--- src/rtl/fpm_pkg.sv ---
package fpm_pkg;
  localparam int FPM_MW   = 24;   // mantissa width
  localparam int FPM_EW   = 14;   // used exponent bits
  localparam int FPM_EFW  = 24;   // exponent word width
  localparam int FPM_BIAS = (1 << (FPM_EW - 1)) - 1;
endpackage

--- src/rtl/fpm_mant_core.sv ---
module fpm_mant_core #(
  parameter int MW = 24
) (
  input  logic [MW-1:0]     a_m,
  input  logic [MW-1:0]     b_m,
  output logic [MW-1:0]     m_o,
  output logic signed [2:0] adj_o
);
  localparam int PW = 2 * MW;

  function automatic logic [PW-1:0] sext(input logic [MW-1:0] v);
    return {{MW{v[MW-1]}}, v};
  endfunction

  // round half up, then keep the top MW+1 bits
  function automatic logic [MW:0] round_top(input logic [PW-1:0] v);
    logic [PW-1:0] t;
    t = v + {{(PW-MW+1){1'b0}}, 1'b1, {(MW-2){1'b0}}};
    return t[PW-1:MW-1];
  endfunction

  logic [PW-1:0] prod, q;
  logic          shift, pos_c, neg_u;
  logic [MW:0]   r;

  assign prod  = sext(a_m) * sext(b_m);
  assign shift = (prod[PW-2] == prod[PW-3]);
  assign q     = shift ? (prod << 1) : prod;
  assign r     = round_top(q);
  assign pos_c = ~r[MW] & r[MW-1];
  assign neg_u = r[MW] & (r[MW-1] == r[MW-2]);

  always_comb begin
    if (pos_c)      m_o = r[MW:1];
    else if (neg_u) m_o = {r[MW-2:0], 1'b0};
    else            m_o = r[MW-1:0];
    adj_o = 3'sd0;
    if (shift) adj_o = adj_o - 3'sd1;
    if (pos_c) adj_o = adj_o + 3'sd1;
    if (neg_u) adj_o = adj_o - 3'sd1;
  end
endmodule

--- src/rtl/fpm_exp_core.sv ---
module fpm_exp_core #(
  parameter int EW   = 14,
  parameter int BIAS = 8191
) (
  input  logic [EW-1:0]     ea,
  input  logic [EW-1:0]     eb,
  input  logic signed [2:0] adj,
  output logic [EW-1:0]     e_o,
  output logic              ovf_o,
  output logic              unf_o
);
  localparam int ESW = EW + 2;
  localparam logic [ESW-1:0] BIAS_V = ESW'(BIAS);

  function automatic logic [ESW-1:0] exp_sum(input logic [EW-1:0] x, input logic [EW-1:0] y,
                                             input logic [2:0] d);
    return {2'b00, x} + {2'b00, y} - BIAS_V + {{(ESW-3){d[2]}}, d};
  endfunction

  logic [ESW-1:0] sum;
  assign sum   = exp_sum(ea, eb, adj);
  assign unf_o = sum[ESW-1];
  assign ovf_o = ~sum[ESW-1] & sum[EW];
  assign e_o   = sum[EW-1:0];
endmodule

--- src/rtl/fpmul_top.sv ---
module fpmul_top
  import fpm_pkg::*;
#(
  parameter int MW   = FPM_MW,
  parameter int EW   = FPM_EW,
  parameter int EFW  = FPM_EFW,
  parameter int BIAS = FPM_BIAS
) (
  input  logic           clk,
  input  logic           rst_n,
  input  logic           in_valid,
  output logic           in_ready,
  input  logic [MW-1:0]  a_mant,
  input  logic [EFW-1:0] a_exp,
  input  logic [MW-1:0]  b_mant,
  input  logic [EFW-1:0] b_exp,
  output logic           out_valid,
  input  logic           out_ready,
  output logic [MW-1:0]  res_mant,
  output logic [EFW-1:0] res_exp,
  input  logic           err_clr,
  output logic           err_flag
);
  localparam logic [MW-1:0] M_POS_MAX = {1'b0, {(MW-1){1'b1}}};
  localparam logic [MW-1:0] M_NEG_MAX = {1'b1, {(MW-1){1'b0}}};
  localparam logic [EW-1:0] E_MAX     = {EW{1'b1}};

  logic [MW-1:0]     core_m;
  logic signed [2:0] core_adj;
  logic [EW-1:0]     core_e;
  logic              ovf_evt, unf_evt, zero_in, sat_evt, fire, neg_res;
  logic              exp_pad_nz;
  logic [MW-1:0]     nxt_m;
  logic [EW-1:0]     nxt_e;

  fpm_mant_core #(.MW(MW)) u_mant (
    .a_m(a_mant), .b_m(b_mant), .m_o(core_m), .adj_o(core_adj)
  );

  fpm_exp_core #(.EW(EW), .BIAS(BIAS)) u_exp (
    .ea(a_exp[EW-1:0]), .eb(b_exp[EW-1:0]), .adj(core_adj),
    .e_o(core_e), .ovf_o(ovf_evt), .unf_o(unf_evt)
  );

  assign exp_pad_nz = |{a_exp[EFW-1:EW], b_exp[EFW-1:EW]};
  assign zero_in    = (a_mant == '0) || (b_mant == '0);
  assign sat_evt    = ~zero_in & (ovf_evt | unf_evt);
  assign neg_res    = a_mant[MW-1] ^ b_mant[MW-1];
  assign in_ready   = ~out_valid | out_ready;
  assign fire       = in_valid & in_ready;

  always_comb begin
    if (zero_in || unf_evt) begin
      nxt_m = '0;
      nxt_e = '0;
    end else if (ovf_evt) begin
      nxt_m = neg_res ? M_NEG_MAX : M_POS_MAX;
      nxt_e = E_MAX;
    end else begin
      nxt_m = core_m;
      nxt_e = core_e;
    end
  end

  always_ff @(posedge clk) begin
    if (!rst_n) begin
      out_valid <= 1'b0;
      res_mant  <= '0;
      res_exp   <= '0;
      err_flag  <= 1'b0;
    end else begin
      if (fire) begin
        out_valid <= 1'b1;
        res_mant  <= nxt_m;
        res_exp   <= {{(EFW-EW){1'b0}}, nxt_e};
      end else if (out_ready) begin
        out_valid <= 1'b0;
      end
      if (fire && sat_evt) err_flag <= 1'b1;
      else if (err_clr)    err_flag <= 1'b0;
    end
  end
endmodule

--- config.mk ---
export PLATFORM = sky130hd
export DESIGN_NAME = fpmul_top
export DESIGN_NICKNAME = d
export VERILOG_FILES = /design/src/rtl/fpm_pkg.sv /design/src/rtl/fpm_mant_core.sv /design/src/rtl/fpm_exp_core.sv /design/src/rtl/fpmul_top.sv
export SDC_FILE = /design/constraint.sdc
export NUM_CORES = 2
export LEC_CHECK = 0
export BUFFER_PORTS_ARGS = -buffer_cell sky130_fd_sc_hd__buf_2
export CORE_ASPECT_RATIO = 0.75
export CORE_MARGIN = 2
export CORE_UTILIZATION = 43
export CTS_CLUSTER_DIAMETER = 100
export DETAILED_ROUTE_END_ITERATION = 12
export PLACE_DENSITY = 0.62
export SYNTH_ARGS = -nofsm -noshare
export SYNTH_HDL_FRONTEND = slang
export SYNTH_HIERARCHICAL = 1
export SYNTH_SLANG_ARGS = --single-unit
--- constraint.sdc ---
create_clock -name clk -period 15.3 [get_ports clk]
set_clock_uncertainty 0.2 [all_clocks]
set_input_delay 0.765 -clock clk [delete_from_list [all_inputs] [get_ports clk]]
set_output_delay 0.765 -clock clk [all_outputs]
set_load 0.05 [all_outputs]
==> Word level (Yosys, flattened, before mapping) <==
Index checks and enable logic that the tools add are counted.
Widths: inputs -> output; s select.
{ "totals": {"out_inout_bits": 51, "reg_bits": 40, "input_bits": 101, "elab_cells": 47} }
{ "classes": {"addsub": 6, "mux": 15, "n_bitwise": 12, "reduce_logical": 7, "mul": 1, "eq_ne": 2} }
{ "op_table": {"columns": ["op", "n"], "rows": [
  ["$mux 24", 5],
  ["$add 48x23->48 const B", 1],
  ["$logic_not 24->1", 2],
  ["$mul 24x24->48", 1],
  ["$mux 48", 1],
  ["$mux 14", 2],
  ["$add 16x16->16", 1],
  ["$sub 16x13->16 const B", 1],
  ["$add 14x14->15", 1],
  ["$mux 3", 3],
  ["$and 1x1->1", 5],
  ["$mux 1", 4],
  ["$not 1->1", 4],
  ["$reduce_bool 2->1", 2],
  ["$add 3x2->3 const B", 1],
  ["$sub 3x2->3 const B", 1],
  ["$eq 1x1->1", 2],
  ["$logic_or 1x1->1", 2],
  ["$or 1x1->1", 2],
  ["$logic_and 1x1->1", 1],
  ["$xor 1x1->1", 1]
]} }

==> Depth between registers and ports, before layout <==
{ "depth": {"ltp_word": 16, "mapped_depth": 58, "ltp_nobuf": 49} }

==> Hierarchy <==
The synthesis kept the hierarchy.
{ "modules_own_cells": {"columns": ["module", "area_per_inst_um2", "seq_area_each_um2", "n_inst", "cells_each"], "rows": [
  ["fpm_mant_core", 23550.1, 0.0, 1, 2681],
  ["fpmul_top", 1806.7, 800.8, 1, 209],
  ["fpm_exp_core", 1472.7, 0.0, 1, 195]
]} }

==> Least setup slack after synthesis <==
OpenSTA, ideal clock, no wires.
{ "synth_path": {"path_type": "input to register", "startpoint": "input a_mant[23]", "endpoint": "register res_mant[10]", "slack_ns": 1.726, "arrival_time_ns": 13.299, "stages": 51, "n_path_buf": 8, "setup_ns": 0.074, "required_ns": 15.026, "path_cell_list": "clkbuf_1 > nand2_1 > inv_1 > fa_1 > fa_1 > inv_1 > fa_1 > inv_1 > fa_1 > fa_1 > fa_1 > fa_1 > ha_1 > clkbuf_1 > a211oi_1 > o21ai_0 > a221o_1 > a2111oi_1 > [... 15 more ...] > ha_1 > xor2_1 > inv_1 > ha_1 > inv_1 > ha_1 > fa_1 > a21oi_1 > o211ai_1 > o211ai_1 > nand3b_1 > xor2_1 > a31o_2 > buf_6 > inv_1 > clkbuf_1 > a21oi_1 > o21ai_0"} }
{ "synth_via": {"elab_chain_cells": 14, "word_cells_on_any_way": 25, "classes_between": "add/sub (4); mul (1); eq/ne (2); mux (9); bitwise (6); reduce/logical (3)"} }
{ "synth_rtl": {"columns": ["element", "line", "rtl"], "rows": [
  ["start, declared", "fpmul_top.sv:13", "input logic [MW-1:0] a_mant,"],
  ["$mul 24x24->48 *", "fpm_mant_core.sv:26", "assign prod = sext(a_m) * sext(b_m);"],
  ["$eq 1x1->1", "fpm_mant_core.sv:27", "assign shift = (prod[PW-2] == prod[PW-3]);"],
  ["$mux 48", "fpm_mant_core.sv:28", "assign q = shift ? (prod << 1) : prod;"],
  ["$add 48x23->48", "fpm_mant_core.sv:18", "t = v + {{(PW-MW+1){1'b0}}, 1'b1, {(MW-2){1'b0}}};"],
  ["$not 1->1", "fpm_mant_core.sv:30", "assign pos_c = ~r[MW] & r[MW-1];"],
  ["$and 1x1->1", "fpm_mant_core.sv:30", null],
  ["$mux 3", "fpm_mant_core.sv:39", "if (pos_c) adj_o = adj_o + 3'sd1;"],
  ["$sub 3x2->3", "fpm_mant_core.sv:40", "if (neg_u) adj_o = adj_o - 3'sd1;"],
  ["$mux 3 *", "fpm_mant_core.sv:40", null],
  ["named net core_adj[0]", "fpmul_top.sv:29", "logic signed [2:0] core_adj;"],
  ["$add 16x16->16 *", "fpm_exp_core.sv:17", "return {2'b00, x} + {2'b00, y} - BIAS_V + {{(ESW-3){d[2]}}, d};"],
  ["$not 1->1", "fpm_exp_core.sv:23", "assign ovf_o = ~sum[ESW-1] & sum[EW];"],
  ["$and 1x1->1 *", "fpm_exp_core.sv:23", null],
  ["named net ovf_evt", "fpmul_top.sv:31", "logic ovf_evt, unf_evt, zero_in, sat_evt, fire, neg_res;"],
  ["$mux 24 *", "fpmul_top.sv:56", "end else if (ovf_evt) begin"],
  ["$mux 24 *", "fpmul_top.sv:53", "if (zero_in || unf_evt) begin"],
  ["end signal, assigned", "fpmul_top.sv:74", "res_mant <= nxt_m;"],
  ["end, declared", "fpmul_top.sv:19", "output logic [MW-1:0] res_mant,"]
]} }
Mark *: on every way through the listed nets, which the timed path passes. The rest lies on a longest branch.
A chain may end at the register's enable or synchronous reset.

==> Worst setup path in the final report <==
{ "layout_path": {"startpoint": "input a_mant[23]", "endpoint": "register res_mant[5]"} }
{ "layout_via": {"elab_chain_cells": 14, "word_cells_on_any_way": 25, "classes_between": "add/sub (4); mul (1); eq/ne (2); mux (9); bitwise (6); reduce/logical (3)"} }
{ "layout_rtl": {"columns": ["element", "line"], "rows": [
  ["$mul 24x24->48 *", "fpm_mant_core.sv:26"],
  ["$eq 1x1->1", "fpm_mant_core.sv:27"],
  ["$mux 48", "fpm_mant_core.sv:28"],
  ["$add 48x23->48", "fpm_mant_core.sv:18"],
  ["$not 1->1", "fpm_mant_core.sv:30"],
  ["$and 1x1->1", "fpm_mant_core.sv:30"],
  ["$mux 3", "fpm_mant_core.sv:39"],
  ["$sub 3x2->3", "fpm_mant_core.sv:40"],
  ["$mux 3 *", "fpm_mant_core.sv:40"],
  ["named net core_adj[1]", "fpmul_top.sv:29"],
  ["$add 16x16->16 *", "fpm_exp_core.sv:17"],
  ["named net unf_evt", "fpmul_top.sv:31"],
  ["$not 1->1", "fpm_exp_core.sv:23"],
  ["$and 1x1->1", "fpm_exp_core.sv:23"],
  ["$mux 24", "fpmul_top.sv:56"],
  ["$mux 24 *", "fpmul_top.sv:53"]
]} }
Marks and branches as above.

==> out/qor.tcl <==
set qor(outcome) {finished, final reports clean}
set qor(worst_setup_hold_path_clk_slew_ps) 60
set qor(grt_busiest_layer) {met2}
set qor(cp.required_ps) 15260
set qor(crit_arrival_ps) 14370
set qor(synthDominantCellAreaShare_pct) 45.4
set qor(io_buffers) 121
set qor(cpMaxStageDelayCell) {sky130_fd_sc_hd__fa_1}
set qor(cts_buffer_depth) 2
set qor(wirelength_um) 73800
set qor(cts_tree) {built}
set qor(synthArstFlopShare_pct) 0
set qor(grtUsageMet2_pct) 37.2
set qor(floorplan.die.width_um) 292
set qor(worstReg2RegStart) {out_valid}
set qor(r2r_setup_slack_ps) 13500
set qor(placementRows) 79
set qor(critical-path-top-delay-family) {adder cells}
set qor(critical_path_class) {in -> reg}
set qor(timing.critical_path.from_type) {input pin}
set qor(drtPass1Iterations) 5
set qor(detail_route.vias_per_cell) 5.37
set qor(synth-edff-count) 0
set qor(hold_path_depth) 2
set qor(final_core_utilization_pct) 45.6
set qor(diodes) 0
set qor(htreeDepth) 2
set qor(worst-r2r-cell-count) 6
set qor(drive_gt1_share_pct) 7.66
set qor(hold_viol_final) 0
set qor(count_of_vias_placed_by_the_detailed_router) 21000
set qor(flow.area_growth_from_synthesis_pct) 5.20
set qor(globalplace.congestion) 0.892
set qor(numCtsBuffers) 5
set qor(layout_worst_path_cycle_share_pct) 94.2
set qor(slew_headroom_pct) 32.0
set qor(drt_iter0_markers) 1316
set qor(postSynth.topFlopCell) {sky130_fd_sc_hd__dfxtp_1}
set qor(critical_path.max_stage_delay_ps) 690
set qor(critical_path.endpoint) {res_mant[5]}
set qor(critical_path.most_common_cell) {sky130_fd_sc_hd__fa_1}
set qor(ys_types) 105
set qor(cts.sinks) 40
set qor(grt_util_met1_pct) 34.9
set qor(yosysSeqAreaShare_pct) 2.98
set qor(post_synth_instance_area_mm2) 0.0268
set qor(netlist_instances) 3085
set qor(setup_viol) 0
set qor(grt-ovfl-total) 0
set qor(first_pass_grt_wire_length_um) 121000
set qor(worst_setup_path_startpoint) {a_mant[23]}
set qor(drv.max_cap_violation_count) 0
set qor(rsz0062_at_grt) {no}
set qor(ctsRootBufferMaster) {sky130_fd_sc_hd__clkbuf_16}
set qor(fillerInstances) 6097
set qor(critPathBufInv) 7
set qor(maximum_clock_frequency_mhz) 69.4
set qor(global_route.usage.met3_pct) 4.45
set qor(tightest_slew_ps) 994
set qor(antenna_found_initial) 0
set qor(fp.dieArea_mm2) 0.0644
set qor(design.final.nets) 3978
set qor(ys_warn_count) 6
set qor(boundaryPins) 152
set qor(drtAntennaViolNets) 0
set qor(regToRegEndpoint) {res_mant[5]}
set qor(grt_max_degree) 39
set qor(initial_utilization_pct) 43.4
set qor(yosys.cell_count.top_type) {sky130_fd_sc_hd__inv_1}
set qor(synth-seq-cells) 40
set qor(first_global_vias) 21500
set qor(cp_num_cells) 44
set qor(syn_avg_cell_area_um2) 8.70
set qor(largest_cells_by_area_after_synthesis) {sky130_fd_sc_hd__fa_1 45%, sky130_fd_sc_hd__inv_1 8.7%, sky130_fd_sc_hd__ha_1 8.2%}
set qor(place.detailed.hpwl_um) 58400
set qor(setup_crit_end_kind) {flip-flop}
set qor(final.setup.tns_ps) 0
set qor(clk_latency_ps) 280
set qor(hold_path_class) {reg -> reg}
set qor(crit_fanout) 18
set qor(die_height_um) 220
set qor(finalCriticalPeriod_ps) 14410
set qor(post_cts_buffers) 0
set qor(timing.final.max_slew_violations) 0
set qor(global_route.usage.total_pct) 23.7
set qor(synthTopCellsByCount) {624 x sky130_fd_sc_hd__inv_1, 608 x sky130_fd_sc_hd__fa_1, 419 x sky130_fd_sc_hd__nand2_1}
set qor(detail_route.wl_per_cell_um) 18.9
set qor(remaining_drc_errors) 0
set qor(core_region_area_mm2) 0.0619
set qor(yosys.area.top_type) {sky130_fd_sc_hd__fa_1}
## routing by layer
layer / vias up / share of wire [%]
li1: 9588 / -
met1: 10600 / 47
met2: 690 / 44
met3: 60 / 7.6
met4: 0 / 1.3
met5: - / 0
## layout make-up
type	instances	area [um^2]	area share, %
multi-input cells	2264	23000	81.5
inverters	626	2350	8.34
well taps	810	1010	3.59
repair buffers	157	876	3.10
flip-flops and latches	40	801	2.84
clock buffers	5	125	0.443
clock inverters	2	60.1	0.213
## cells in the final DEF, fill, tap and decap left out, types with 55 or more instances in the layout
| cell type | count |
|---|---|
| sky130_fd_sc_hd__fa_1 | 608 |
| sky130_fd_sc_hd__ha_1 | 175 |
| sky130_fd_sc_hd__xnor2_1 | 55 |
| sky130_fd_sc_hd__nand2_1 | 419 |
| sky130_fd_sc_hd__a21oi_1 | 109 |
| sky130_fd_sc_hd__o21ai_0 | 85 |
| sky130_fd_sc_hd__inv_1 | 623 |
| sky130_fd_sc_hd__buf_2 | 121 |
| sky130_fd_sc_hd__and2_1 | 252 |
| sky130_fd_sc_hd__nor2_1 | 83 |
## repair_timing
action	4_1_cts	5_1_grt
gates resized for setup	0	5
hold buffers	0	0
endpoints found under the hold margin	0	0
endpoints found under the setup margin	0	32
## logic make-up (layout without fill, tap and decap cells)
| kind of cell | count (synthesis) | in the layout | synth area share [%] |
|---|---|---|---|
| xor gates and xnor gates | 75 | 75 | 2.48 |
| DFF | 40 | 40 | 2.98 |
| AOI/OAI and AO/OA | 417 | 417 | 10.7 |
| other | 1 | 10 | 0.0140 |
| and+or+nand+nor | 953 | 953 | 17.7 |
| muxes | 24 | 24 | 0.933 |
| buffers and inverters | 790 | 790 | 11.6 |
| adders and majority gates | 785 | 785 | 53.6 |
## worst min-delay path by stage
stage | startpoint | endpoint | slack, ps
2_1_floorplan | res_mant[23] | res_mant[23] | 470
3_3_place_gp | res_exp[6] | res_exp[6] | 240
3_5_place_dp | res_exp[9] | res_exp[9] | 240
4_1_cts | res_exp[9] | res_exp[9] | 250
5_1_grt | res_mant[22] | res_mant[22] | 270
6_report | res_exp[9] | res_exp[9] | 250
## tightest hold or removal path: cells and delay by family, from the launching register on
family,cells,cell delay (ps)
flip-flops,1,320
AND/OR/NAND/NOR,1,60
AO/OA/AOI/OAI,1,40
## state kept, by name, indices dropped and copies added, names as in the netlist
signal and count:
err_flag 1, out_valid 1, res_exp 14, res_mant 24
## through the flow
stage | cells | area, um^2 | setup slack (ps) | hold WS [ps]
final | 3904 | 28200 | 894 | 251
after global routing | 3904 | 28200 | 23.6 | 274
after CTS | 3904 | 28200 | 541 | 253
after detailed placement | 3897 | 28000 | 275 | 239
after global placement | 3897 | 28000 | 408 | 236
after floorplan | 3094 | 26900 | 1730 | 470
Power is left out: the tool's default activity adds up to more than one toggle a clock period on the data nets, which glitch-free logic cannot reach.
